--- src/rtl/adc_frm_pkg.sv ---
package adc_frm_pkg;

  typedef enum logic [1:0] {
    PH_IDLE  = 2'd0,
    PH_ARMED = 2'd1,
    PH_RUN   = 2'd2
  } phase_e;

  // index of the first padding slot: lead slot 0, data slots 1..w
  function automatic int unsigned pad_index(input int unsigned w);
    return w + 1;
  endfunction

  // counter width able to hold the padding index
  function automatic int unsigned slot_bits(input int unsigned w);
    return $clog2(pad_index(w) + 1);
  endfunction

endpackage

--- src/rtl/adc_frm_edge.sv ---
module adc_frm_edge #(
  parameter int unsigned      N       = 2,
  parameter logic [N-1:0]     RST_VAL = '0
) (
  input  logic         clk,
  input  logic         rst_n,
  input  logic [N-1:0] sig,
  output logic [N-1:0] fall
);

  logic [N-1:0] prev_q;

  generate
    for (genvar i = 0; i < N; i++) begin : g_bit
      always_ff @(posedge clk or negedge rst_n) begin
        if (!rst_n) prev_q[i] <= RST_VAL[i];
        else        prev_q[i] <= sig[i];
      end
      assign fall[i] = prev_q[i] & ~sig[i];
    end
  endgenerate

endmodule

--- src/rtl/adc_frm_seq.sv ---
module adc_frm_seq
  import adc_frm_pkg::*;
#(
  parameter int unsigned RES_W = 12,
  localparam int unsigned SLOT_W = slot_bits(RES_W)
) (
  input  logic              clk,
  input  logic              rst_n,
  input  logic              sel_n,
  input  logic              sel_fall,
  input  logic              sclk_fall,
  input  logic [RES_W-1:0]  result,
  output logic              run,
  output logic              in_conv,
  output logic              lead_slot,
  output logic              data_bit
);

  localparam logic [SLOT_W-1:0] PAD_SLOT  = SLOT_W'(pad_index(RES_W));
  localparam logic [SLOT_W-1:0] LAST_SLOT = SLOT_W'(RES_W);

  phase_e             phase_q;
  logic [SLOT_W-1:0]  slot_q;
  logic [RES_W-1:0]   shreg_q;

  always_ff @(posedge clk or negedge rst_n) begin
    if (!rst_n) begin
      phase_q <= PH_IDLE;
      slot_q  <= '0;
      shreg_q <= '0;
    end else if (sel_n) begin
      phase_q <= PH_IDLE;
      slot_q  <= '0;
    end else begin
      unique case (phase_q)
        PH_IDLE: begin
          if (sel_fall) begin
            phase_q <= PH_ARMED;
            shreg_q <= result;
          end
        end
        PH_ARMED: begin
          if (sclk_fall) begin
            phase_q <= PH_RUN;
            slot_q  <= '0;
          end
        end
        PH_RUN: begin
          if (sclk_fall) begin
            if (slot_q != PAD_SLOT) slot_q <= slot_q + 1'b1;
            if (slot_q != '0)       shreg_q <= {shreg_q[RES_W-2:0], 1'b0};
          end
        end
        default: phase_q <= PH_IDLE;
      endcase
    end
  end

  assign run       = (phase_q == PH_RUN);
  assign in_conv   = run && (slot_q <= LAST_SLOT);
  assign lead_slot = run && (slot_q == '0);
  assign data_bit  = (run && (slot_q != '0)) ? shreg_q[RES_W-1] : 1'b0;

  AST_DESELECT_IDLE: assert property (@(posedge clk) disable iff (!rst_n)
    sel_n |=> (phase_q == PH_IDLE));
  AST_START_ON_FALL: assert property (@(posedge clk) disable iff (!rst_n)
    $rose(run) |-> ($past(sclk_fall) && $past(phase_q) == PH_ARMED));
  AST_STROBE_ONE_SLOT: assert property (@(posedge clk) disable iff (!rst_n)
    (lead_slot && sclk_fall) |=> !lead_slot);
  AST_SLOT_BOUND: assert property (@(posedge clk) disable iff (!rst_n)
    slot_q <= PAD_SLOT);
  AST_NO_RESTART: assert property (@(posedge clk) disable iff (!rst_n)
    (run && $past(run)) |-> (slot_q >= $past(slot_q)));
  AST_PAD_EMPTY: assert property (@(posedge clk) disable iff (!rst_n)
    (run && slot_q == PAD_SLOT) |-> (shreg_q == '0));

endmodule

--- src/rtl/adc_frm_pins.sv ---
module adc_frm_pins (
  input  logic sel_n,
  input  logic ser_clk,
  input  logic aux_en_n,
  input  logic clk_free,
  input  logic run,
  input  logic in_conv,
  input  logic lead_slot,
  input  logic data_bit,
  output logic ser_data,
  output logic ser_data_oe,
  output logic ser_clk_out,
  output logic ser_clk_oe,
  output logic strobe,
  output logic strobe_oe
);

  logic selected;
  logic aux_on;

  assign selected    = ~sel_n;
  assign aux_on      = selected & ~aux_en_n;

  assign ser_data    = data_bit;
  assign ser_data_oe = selected & run;
  assign ser_clk_out = ser_clk & (clk_free | in_conv);
  assign ser_clk_oe  = aux_on;
  assign strobe      = lead_slot;
  assign strobe_oe   = aux_on;

endmodule

--- src/rtl/adc_serial_framer.sv ---
module adc_serial_framer #(
  parameter int unsigned RES_W = 12
) (
  input  logic             clk,
  input  logic             rst_n,
  input  logic             sel_n,
  input  logic             ser_clk,
  input  logic             aux_en_n,
  input  logic             clk_free,
  input  logic [RES_W-1:0] result,
  output logic             ser_data,
  output logic             ser_data_oe,
  output logic             ser_clk_out,
  output logic             ser_clk_oe,
  output logic             strobe,
  output logic             strobe_oe
);

  logic [1:0] falls;
  logic       sel_fall;
  logic       sclk_fall;
  logic       run;
  logic       in_conv;
  logic       lead_slot;
  logic       data_bit;

  adc_frm_edge #(
    .N       (2),
    .RST_VAL (2'b10)
  ) u_edge (
    .clk   (clk),
    .rst_n (rst_n),
    .sig   ({sel_n, ser_clk}),
    .fall  (falls)
  );

  assign sel_fall  = falls[1];
  assign sclk_fall = falls[0];

  adc_frm_seq #(
    .RES_W (RES_W)
  ) u_seq (
    .clk       (clk),
    .rst_n     (rst_n),
    .sel_n     (sel_n),
    .sel_fall  (sel_fall),
    .sclk_fall (sclk_fall),
    .result    (result),
    .run       (run),
    .in_conv   (in_conv),
    .lead_slot (lead_slot),
    .data_bit  (data_bit)
  );

  adc_frm_pins u_pins (
    .sel_n       (sel_n),
    .ser_clk     (ser_clk),
    .aux_en_n    (aux_en_n),
    .clk_free    (clk_free),
    .run         (run),
    .in_conv     (in_conv),
    .lead_slot   (lead_slot),
    .data_bit    (data_bit),
    .ser_data    (ser_data),
    .ser_data_oe (ser_data_oe),
    .ser_clk_out (ser_clk_out),
    .ser_clk_oe  (ser_clk_oe),
    .strobe      (strobe),
    .strobe_oe   (strobe_oe)
  );

  AST_DATA_QUIET_UNTIL_RUN: assert property (@(posedge clk) disable iff (!rst_n)
    $rose(ser_data_oe) |-> $past(sclk_fall));
  AST_LEAD_ZERO: assert property (@(posedge clk) disable iff (!rst_n)
    lead_slot |-> !ser_data);
  AST_GATED_MIRROR_LOW: assert property (@(posedge clk) disable iff (!rst_n)
    (!clk_free && !run) |-> !ser_clk_out);

endmodule

--- config.mk ---
export PLATFORM = sky130hd
export DESIGN_NAME = adc_serial_framer
export DESIGN_NICKNAME = d
export VERILOG_FILES = /design/src/rtl/adc_frm_pkg.sv /design/src/rtl/adc_frm_edge.sv /design/src/rtl/adc_frm_seq.sv /design/src/rtl/adc_frm_pins.sv /design/src/rtl/adc_serial_framer.sv
export SDC_FILE = /design/constraint.sdc
export NUM_CORES = 1
export LEC_CHECK = 0
export ABC_AREA = 1
export BUFFER_PORTS_ARGS = -buffer_cell sky130_fd_sc_hd__buf_2
export CORE_ASPECT_RATIO = 0.9
export CORE_MARGIN = 4
export CORE_UTILIZATION = 54
export CTS_BUF_LIST = sky130_fd_sc_hd__clkbuf_8 sky130_fd_sc_hd__clkbuf_16
export CTS_CLUSTER_SIZE = 40
export DETAILED_ROUTE_END_ITERATION = 6
export PLACE_DENSITY = 0.86
export SLEW_MARGIN = 20
export SYNTH_ARGS = -nofsm -noshare
export SYNTH_HDL_FRONTEND = slang
export SYNTH_SLANG_ARGS = --single-unit
--- constraint.sdc ---
create_clock -name clk -period 4.1 [get_ports clk]
set_input_delay 0 -clock clk [delete_from_list [all_inputs] [get_ports clk]]
set_output_delay 0 -clock clk [all_outputs]
set_load 0.005 [all_outputs]
== Yosys cells after proc, flatten, opt, wreduce, memory -nomap -nowiden ==
Cells that the tools add are included.

* Bits in registers: 20
* Bits of input ports: 18

* $add $sub $neg: 1
* Magnitude comparators: 1
* Equal/unequal tests: 11
* Muxes and demuxes: 14
* Bitwise operators: 9
* Reduce and logical (&&, ||, !) cells: 11

{| class="wikitable"
|+ Operator list
! cell !! number
|-
| 12-bit two-way mux || 3
|-
| 12-bit case mux with 2 select lines || 1
|-
| 4-bit two-way mux || 4
|-
| 3-bit inequality test, second input constant || 4
|-
| 2-bit inequality test, second input constant || 4
|-
| 4-bit case mux with 2 select lines || 1
|-
| 2-bit two-way mux || 3
|-
| 2-bit case mux with 3 select lines || 1
|-
| 1-bit AND || 5
|-
| 5-bit AND reduction || 1
|-
| 4-bit by 1-bit adder with 4-bit output, second input constant || 1
|-
| 4-bit less-or-equal comparator, second input constant || 1
|-
| 4-bit logical NOT || 1
|-
| 4-bit inequality test, second input constant || 1
|-
| 4-bit AND reduction || 1
|-
| 4-bit nonzero test || 1
|-
| 1-bit logical AND || 3
|-
| 1-bit NOT || 3
|-
| 3-bit AND reduction || 1
|-
| 3-bit nonzero test || 1
|-
| 2-bit by 1-bit equality test with 1-bit output, second input constant || 1
|-
| 2-bit equality test, second input constant || 1
|-
| 2-bit logical NOT || 1
|-
| 2-bit nonzero test || 1
|-
| other kinds (2) || 2
|}

== Logic depth before layout (Yosys ltp) ==
Gate-level depths: netlist (run 1).

* Depth after elaboration: 5
* Mapped depth: 9
* Gate-level depth less buffers: 8

== By module ==
A second synthesis (run 1) with hierarchy kept.

* Cells, all modules: 170
* Area total of the unflattened synthesis: 1317.5 µm²

{| class="wikitable"
|+ Modules (own cells, without submodules)
! module !! times used !! cells each !! area an instance (µm²)
|-
| adc_frm_seq || 1 || 155 || 1201.2
|-
| adc_frm_edge || 1 || 6 || 71.3
|-
| adc_frm_pins || 1 || 9 || 45.0
|}

== Least setup slack after synthesis (run 1) ==
Ideal clock, no wire load.

* Kind: register to register
* From: register u_seq.slot_q[0]
* To: register u_seq.shreg_q[10]
* Arrival: 1.304 ns
* Required time: 3.984 ns
* Setup slack: 2.679 ns
* Cell stages (with the launch flop): 9
* Path buffers: 1
* Clock period less this slack: 1.421 ns
* Path through: dfrtp_1 > inv_1 > ha_1 > inv_1 > nor3_1 > nand2_2 > buf_2 > nand3_1 > nand2_1

* Cells in the longest elaborated chain, start to end: 3

{| class="wikitable"
|+ RTL lines
! element !! RTL line !! RTL
|-
| start, declared || adc_frm_seq.sv:23 || <nowiki>logic [SLOT_W-1:0] slot_q;</nowiki>
|-
| start signal, assigned || adc_frm_seq.sv:50 || <nowiki>if (slot_q != PAD_SLOT) slot_q <= slot_q + 1'b1;</nowiki>
|-
| 4-bit nonzero test || adc_frm_seq.sv:51 || <nowiki>if (slot_q != '0) shreg_q <= {shreg_q[RES_W-2:0], 1'b0};</nowiki>
|-
| 2-bit inequality test (no source line) || n/a ||
|-
| 5-bit AND reduction (no source line) || n/a ||
|-
| end signal, assigned || adc_frm_seq.sv:39 || <nowiki>shreg_q <= result;</nowiki>
|-
| end signal, assigned || adc_frm_seq.sv:51 ||
|-
| end, declared || adc_frm_seq.sv:24 || <nowiki>logic [RES_W-1:0] shreg_q;</nowiki>
|}

Every way passes these cells.
A chain may end at the register's enable or synchronous reset.

== Final worst setup path (run 1) ==
* From: register u_seq.slot_q[0]
* To: output strobe

* Cells in the longest elaborated chain, start to end: 2

{| class="wikitable"
|+ RTL lines
! element !! RTL line !! RTL
|-
| 4-bit logical NOT || adc_frm_seq.sv:61 || <nowiki>assign lead_slot = run && (slot_q == '0);</nowiki>
|-
| 1-bit logical AND || adc_frm_seq.sv:61 ||
|-
| end, declared || adc_serial_framer.sv:15 || <nowiki>output logic strobe,</nowiki>
|}

Every way passes these cells.

==> impl_metrics.py, run 1 <==
metrics = {
    "placed_design": {
        "place.gp.congestion": 0.890,
        "place.port_buffers": 23,
        "placed_cells": 210,
        "dp_hpwl_microns": 1850,
    },
    "critical_path": {
        "critPathMostFrequentCell": "inv_1",
        "crit_type": "flop to primary output",
        "worstPathRequired_ns": 4.10,
        "crit_fanout": 13,
        "crit_chain": "inv_1 -> ha_1 -> inv_1 -> nor3_1 -> nand2_2 -> inv_1 -> buf_2",
        "crit_path_start": "u_seq.slot_q[0]",
        "slowest_delay_ns": 0.44,
        "worstReg2RegStart": "u_seq.slot_q[0]",
        "critPathSlowestCell": "dfrtp_1",
        "critPathLaunchType": "flop",
        "worstSetupEndpointType": "primary output",
        "worstPathArrival_ns": 1.68,
    },
    "layout": {
        "n_antenna_cell": 0,
        "drive_above_1_share_pct": 22.3,
        "syn_to_final_growth_pct": 17.5,
        "final_util_pct": 70.2,
        "final_nets": 215,
        "stdcell_count": 218,
    },
    "flow_run": {
        "maxCapViolCount": 0,
    },
    "global_route": {
        "antenna_found_initial": 0,
        "grt_start_max_net_pins": 21,
        "grt-ovfl-total": 0,
        "track_usage_pct": 18.0,
        "grt_pass1_vias": 931,
        "grt_pass1_wl_microns": 4200,
    },
    "synthesis": {
        "syn_area_sq_um": 1200,
        "syn_nets": 189,
        "yosysUniqueCellTypes": 22,
        "ys_ff_latch": 20,
        "ys_warn_count": 0,
        "syn_area_per_cell_sq_um": 7.13,
        "yosysSeqAreaShare_pct": 41.9,
        "syn_inst": 168,
    },
    "sta": {
        "slew_violations": 0,
        "setup_tns_ns": 0,
        "slew_headroom_pct": 69.8,
        "whs_ns": 0.0695,
        "tightest_slew_ns": 0.453,
        "setup_viol": 0,
        "fin_crit_ns": 1.68,
        "fin_crit_sh_pct": 41.0,
        "clock_skew_ns": 0.00539,
        "hold_viol_final": 0,
        "rsz0062_at_grt": "false",
        "fmax_ghz": 0.595,
    },
    "clocking": {
        "clock_path_buffers": 2,
        "h-tree-depth": 1,
        "tritoncts": "yes",
        "cts_root_buf": "clkbuf_8",
        "cts.sinks": 20,
        "path_clk_slew_ns": 0.08,
        "cts_buffers": 3,
        "clk_latency_ns": 0.26,
    },
    "floorplan": {
        "dieWidth_microns": 57.7,
        "top_level_ports": 24,
        "die_h_microns": 52.7,
        "core_area_sq_um": 2010,
        "initial_utilization_pct": 59.7,
        "die_area_sq_um": 3040,
        "rows": 15,
    },
    "detailed_routing": {
        "wire_per_inst_microns": 12.2,
        "drt_iter0_drc": 41,
        "viasPerCell": 5.04,
        "drc": 0,
        "vias": 1098,
        "drt-pass1-iter-count": 4,
        "wl_microns": 2660,
        "ant_nets": 0,
    },
    "pwr": {
        "ir_drop_mv": 0.256,
        "power_mw": 0.539,
        "p_leak_nw": 0.827,
        "cellPowerDensity_nw_per_um2": 382,
    },
    "min_path": {
        "min_from": "result[6]",
        "hold_path_class": "input port to flop",
    },
    "run_status": {
        "outcome": "finished clean",
    },
}
report_power, final:
part | switching, mW | internal (mW) | total (mW)
sequential | 0.0217 | 0.230 | 0.252
clock | 0.0691 | 0.130 | 0.199
combinational | 0.0525 | 0.0349 | 0.0874
total | 0.143 | 0.395 | 0.539
stage by stage:
step / setup WS, ns / cell area [sq um]
floorplan: 2.68 / 1200
global placement: 2.56 / 1300
detailed placement: 2.49 / 1300
CTS: 2.41 / 1410
global route: 2.24 / 1410
finish: 2.42 / 1410
path summary, 6_finish.rpt:
check	to	slack, ns	cells past startpoint
min in group asynchronous	u_seq.shreg_q[0]	0.21	2
worst max register to register	u_seq.shreg_q[10]	2.48	8
worst min-delay path	u_seq.shreg_q[6]	0.07	5
worst min register to register	u_seq.shreg_q[4]	0.48	2
max in group asynchronous	u_edge.prev_q[1]	3.54	2
worst max-delay path	strobe	2.42	7
state kept, by name (all words and copies together), names as in the netlist:
register       cells
u_edge.prev_q      2
u_seq.phase_q      2
u_seq.shreg_q     12
u_seq.slot_q       4
Yosys cell counts (all sizes together):
cell type	instances	share of area (%)
a21oi	2	0.84
a31o	1	0.73
buf	6	4.0
dfrtp	19	40
dfstp	1	2.2
ha	3	3.1
inv	17	5.3
nand2	83	28
nand3	19	8.4
nand4	3	1.6
nor2	11	5.1
nor3	1	0.42
o21ai	2	0.83
what timing repair did:
item | 4_1_cts | 5_1_grt
endpoints found under the hold margin | 22 | 0
buffers inserted | 0 | 0
endpoints found under the setup margin | 0 | 0
hold buffers | 4 | 0
resized for setup | 0 | 0
worst max-delay path: cells and delay by family (launching register included):
kind | cells | cell delay [ns]
adder cells (fa/ha/maj) | 1 | 0.14
buffers and inverters | 4 | 0.36
flip-flops | 1 | 0.44
AND/OR/NAND/NOR | 2 | 0.48
cells in the final DEF, fill, tap and decap left out:
cell / netlist / final
nand2_1: 76 / 76
buf_2: 2 / 23
dfrtp_1: 19 / 19
nand3_1: 18 / 18
inv_1: 15 / 15
nor2_1: 7 / 7
nand2_2: 6 / 6
dlygate4sd3_1: 0 / 4
nand4_1: 3 / 3
ha_1: 3 / 3
clkbuf_8: 0 / 3
inv_2: 2 / 2
a21oi_1: 2 / 2
nor2_4: 2 / 2
nor2_2: 2 / 2
nor3_1: 1 / 1
o21ai_1: 1 / 1
nand2_4: 1 / 1
nand3_2: 1 / 1
a31o_2: 1 / 1
o21ai_0: 1 / 1
bufinv_16: 0 / 1
dfstp_2: 1 / 1
kinds of logic after synthesis:
logic type | after synthesis | share of synthesized area (%)
adders and majority gates | 3 | 3.13
and+or+nand+nor | 117 | 43.3
buffers and inverters | 23 | 9.29
AOI/OAI and AO/OA | 5 | 2.40
DFF | 20 | 41.9
per-layer routing:
layer  vias to the layer above  global-route usage [%]  part of all wire [%]
met5                         -                       0                     0
met4                         0                    5.79                   1.1
met3                         4                    2.46                   4.7
met2                        26                    28.4                    47
met1                       501                    25.3                    47
li1                        567                       -                     -
final cells by class:
class	instances	area, sq um
clock buffers	3	41.3
inverters	17	63.8
well taps	25	31.3
repair buffers	27	155
fillers	149	599
multi-input cells	125	586
clock inverters	1	30.0
flip-flops and latches	20	502
Note: power is estimated with default switching activity, not from simulation.
==> inputs of run 2 (changes only) <==
--- a/config.mk
+++ b/config.mk
@@ -9,11 +9,11 @@
 export BUFFER_PORTS_ARGS = -buffer_cell sky130_fd_sc_hd__buf_2
 export CORE_ASPECT_RATIO = 0.9
 export CORE_MARGIN = 4
-export CORE_UTILIZATION = 54
+export CORE_UTILIZATION = 53
 export CTS_BUF_LIST = sky130_fd_sc_hd__clkbuf_8 sky130_fd_sc_hd__clkbuf_16
 export CTS_CLUSTER_SIZE = 40
 export DETAILED_ROUTE_END_ITERATION = 6
-export PLACE_DENSITY = 0.86
+export PLACE_DENSITY = 0.84
 export SLEW_MARGIN = 20
 export SYNTH_ARGS = -nofsm -noshare
 export SYNTH_HDL_FRONTEND = slang
==> constraint.sdc (replaced) <==
create_clock -name clk -period 1.58 [get_ports clk]
set_input_delay 0 -clock clk [delete_from_list [all_inputs] [get_ports clk]]
set_output_delay 0 -clock clk [all_outputs]
set_load 0.005 [all_outputs]
==> impl_metrics.py, run 2 (synthesis gave the netlist of run 1 again) <==
metrics = {
    "detailed_routing": {
        "drt-pass1-iter-count": 4,
        "drc": 0,
        "vias": 1162,
        "viasPerCell": 5.10,
        "wl_microns": 2670,
        "drt_iter0_drc": 39,
        "wire_per_inst_microns": 11.7,
        "ant_nets": 0,
    },
    "floorplan": {
        "dieWidth_microns": 58.1,
        "core_area_sq_um": 2160,
        "die_h_microns": 53.1,
        "initial_utilization_pct": 55.4,
        "top_level_ports": 24,
        "die_area_sq_um": 3090,
        "rows": 16,
    },
    "clocking": {
        "cts_root_buf": "clkbuf_8",
        "clk_latency_ns": 0.26,
        "cts.sinks": 20,
        "tritoncts": "yes",
        "h-tree-depth": 1,
        "path_clk_slew_ns": 0.08,
        "cts_buffers": 3,
        "clock_path_buffers": 2,
    },
    "pwr": {
        "cellPowerDensity_nw_per_um2": 870,
        "p_leak_nw": 0.865,
        "ir_drop_mv": 0.579,
        "power_mw": 1.28,
    },
    "global_route": {
        "track_usage_pct": 18.0,
        "grt_use_met3_pct": 2.44,
        "gr-usage-met2_pct": 29.9,
        "grt_pass1_wl_microns": 4320,
        "grt_pass1_vias": 1014,
        "grt-ovfl-total": 0,
        "grt_busiest_layer": "met2",
        "antenna_found_initial": 0,
        "grt_start_max_net_pins": 21,
        "grt.met1_usage_pct": 24.6,
    },
    "min_path": {
        "hold_end": "u_seq.shreg_q[3]",
        "holdPathStages": 5,
        "min_from": "result[3]",
        "hold_path_class": "input port to flop",
    },
    "layout": {
        "top_register": "u_seq.shreg_q",
        "largest_reg_flops": 12,
        "syn_to_final_growth_pct": 22.8,
        "final_nets": 223,
        "top_regs": "u_seq.shreg_q: 12 flops, u_seq.slot_q: 4 flops",
        "final_cell_mix": "nand2_1 (76), buf_2 (23), dfrtp_1 (19)",
        "n_antenna_cell": 0,
        "drive_above_1_share_pct": 25.9,
        "stdcell_count": 228,
        "layout_commonest_cell": "nand2_1",
    },
    "placed_design": {
        "place.gp.congestion": 0.786,
        "dp_hpwl_microns": 1980,
        "pre_cts_slack_ns": -0.000389,
        "place.port_buffers": 23,
        "placed_cells": 217,
    },
    "critical_path": {
        "worstReg2RegStart": "u_seq.slot_q[1]",
        "ff2ff_setup_slack_ns": 0.15,
        "crit_fanout": 7,
        "worstPathRequired_ns": 1.58,
        "worstPathArrival_ns": 1.44,
        "reg2reg_to": "u_seq.shreg_q[2]",
        "critPathLaunchType": "flop",
        "worstSetupEndpointType": "primary output",
        "reg2reg_depth": 8,
        "crit_type": "flop to primary output",
    },
    "sta": {
        "layout_setup_ws_ns": 0.136,
        "hold_viol_final": 0,
        "whs_ns": 0.0661,
        "fmax_ghz": 0.693,
        "clock_skew_ns": 0.00482,
        "slew_violations": 0,
        "slew_headroom_pct": 69.6,
        "fin_crit_ns": 1.44,
        "setup_viol": 0,
        "tightest_slew_ns": 0.456,
        "fin_crit_sh_pct": 91.4,
    },
    "run_status": {
        "outcome": "finished clean",
    },
    "flow_run": {
        "maxCapViolCount": 0,
    },
}
-- run 2: cell types whose count changed in the layout (fill, tap and decap cells not counted), sizes merged --
cell    delta
buf        +8
bufinv     -1
clkbuf     +1
-- run 2: final cells by class --
type                       count  area (sq um)
multi-input combinational    125           602
tap                           27          33.8
clock buffer                   4          55.1
inverter                      17          63.8
timing repair buffer          35           215
sequential                    20           502
fill                         187           691
-- run 2: what timing repair did --
action | in CTS | in global routing
hold endpoints to repair | 22 | 0
hold buffers | 4 | 0
pin swaps | 1 | 0
buffers inserted | 2 | 1
cloned | 0 | 0
gates resized for setup | 0 | 3
setup endpoints to repair | 5 | 13
-- run 2: metal layers --
layer	routed length [microns]	vias up	share of wire (%)
met5	0	-	0
li1	-	583	-
met3	154	2	5.8
met1	1250	543	47
met2	1250	34	47
met4	10	0	0.38
-- run 2: worst max path at each step --
stage,from,depth (start not counted),endpoint
detailed placement,u_seq.slot_q[1],8,u_seq.shreg_q[7]
CTS,u_seq.slot_q[1],7,strobe
global route,u_seq.slot_q[1],7,strobe
floorplan,u_seq.slot_q[0],8,u_seq.shreg_q[10]
finish,u_seq.slot_q[1],7,strobe
global placement,u_seq.slot_q[0],8,u_seq.shreg_q[0]
-- run 2: critical path, cell delays in order (launching register included) --
cell	delay, ns
dfrtp_1	0.40
inv_1	0.09
ha_1	0.15
inv_1	0.07
nor3_4	0.19
nand2_4	0.12
inv_1	0.07
buf_2	0.10
-- run 2: per-stage QoR --
stage | util, % | TNS (ns) | cell area [sq um]
finish | 68.1 | 0 | 1470
global route | 68.1 | -0.00542 | 1470
CTS | 67.0 | 0 | 1450
detailed placement | 61.9 | -0.000389 | 1340
global placement | 61.9 | 0 | 1340
floorplan | - | 0 | 1200
-- run 2: power by group --
part | internal, mW | switching (mW) | total (mW)
clock network | 0.221 | 0.169 | 0.391
logic | 0.0995 | 0.139 | 0.239
registers | 0.597 | 0.0543 | 0.651
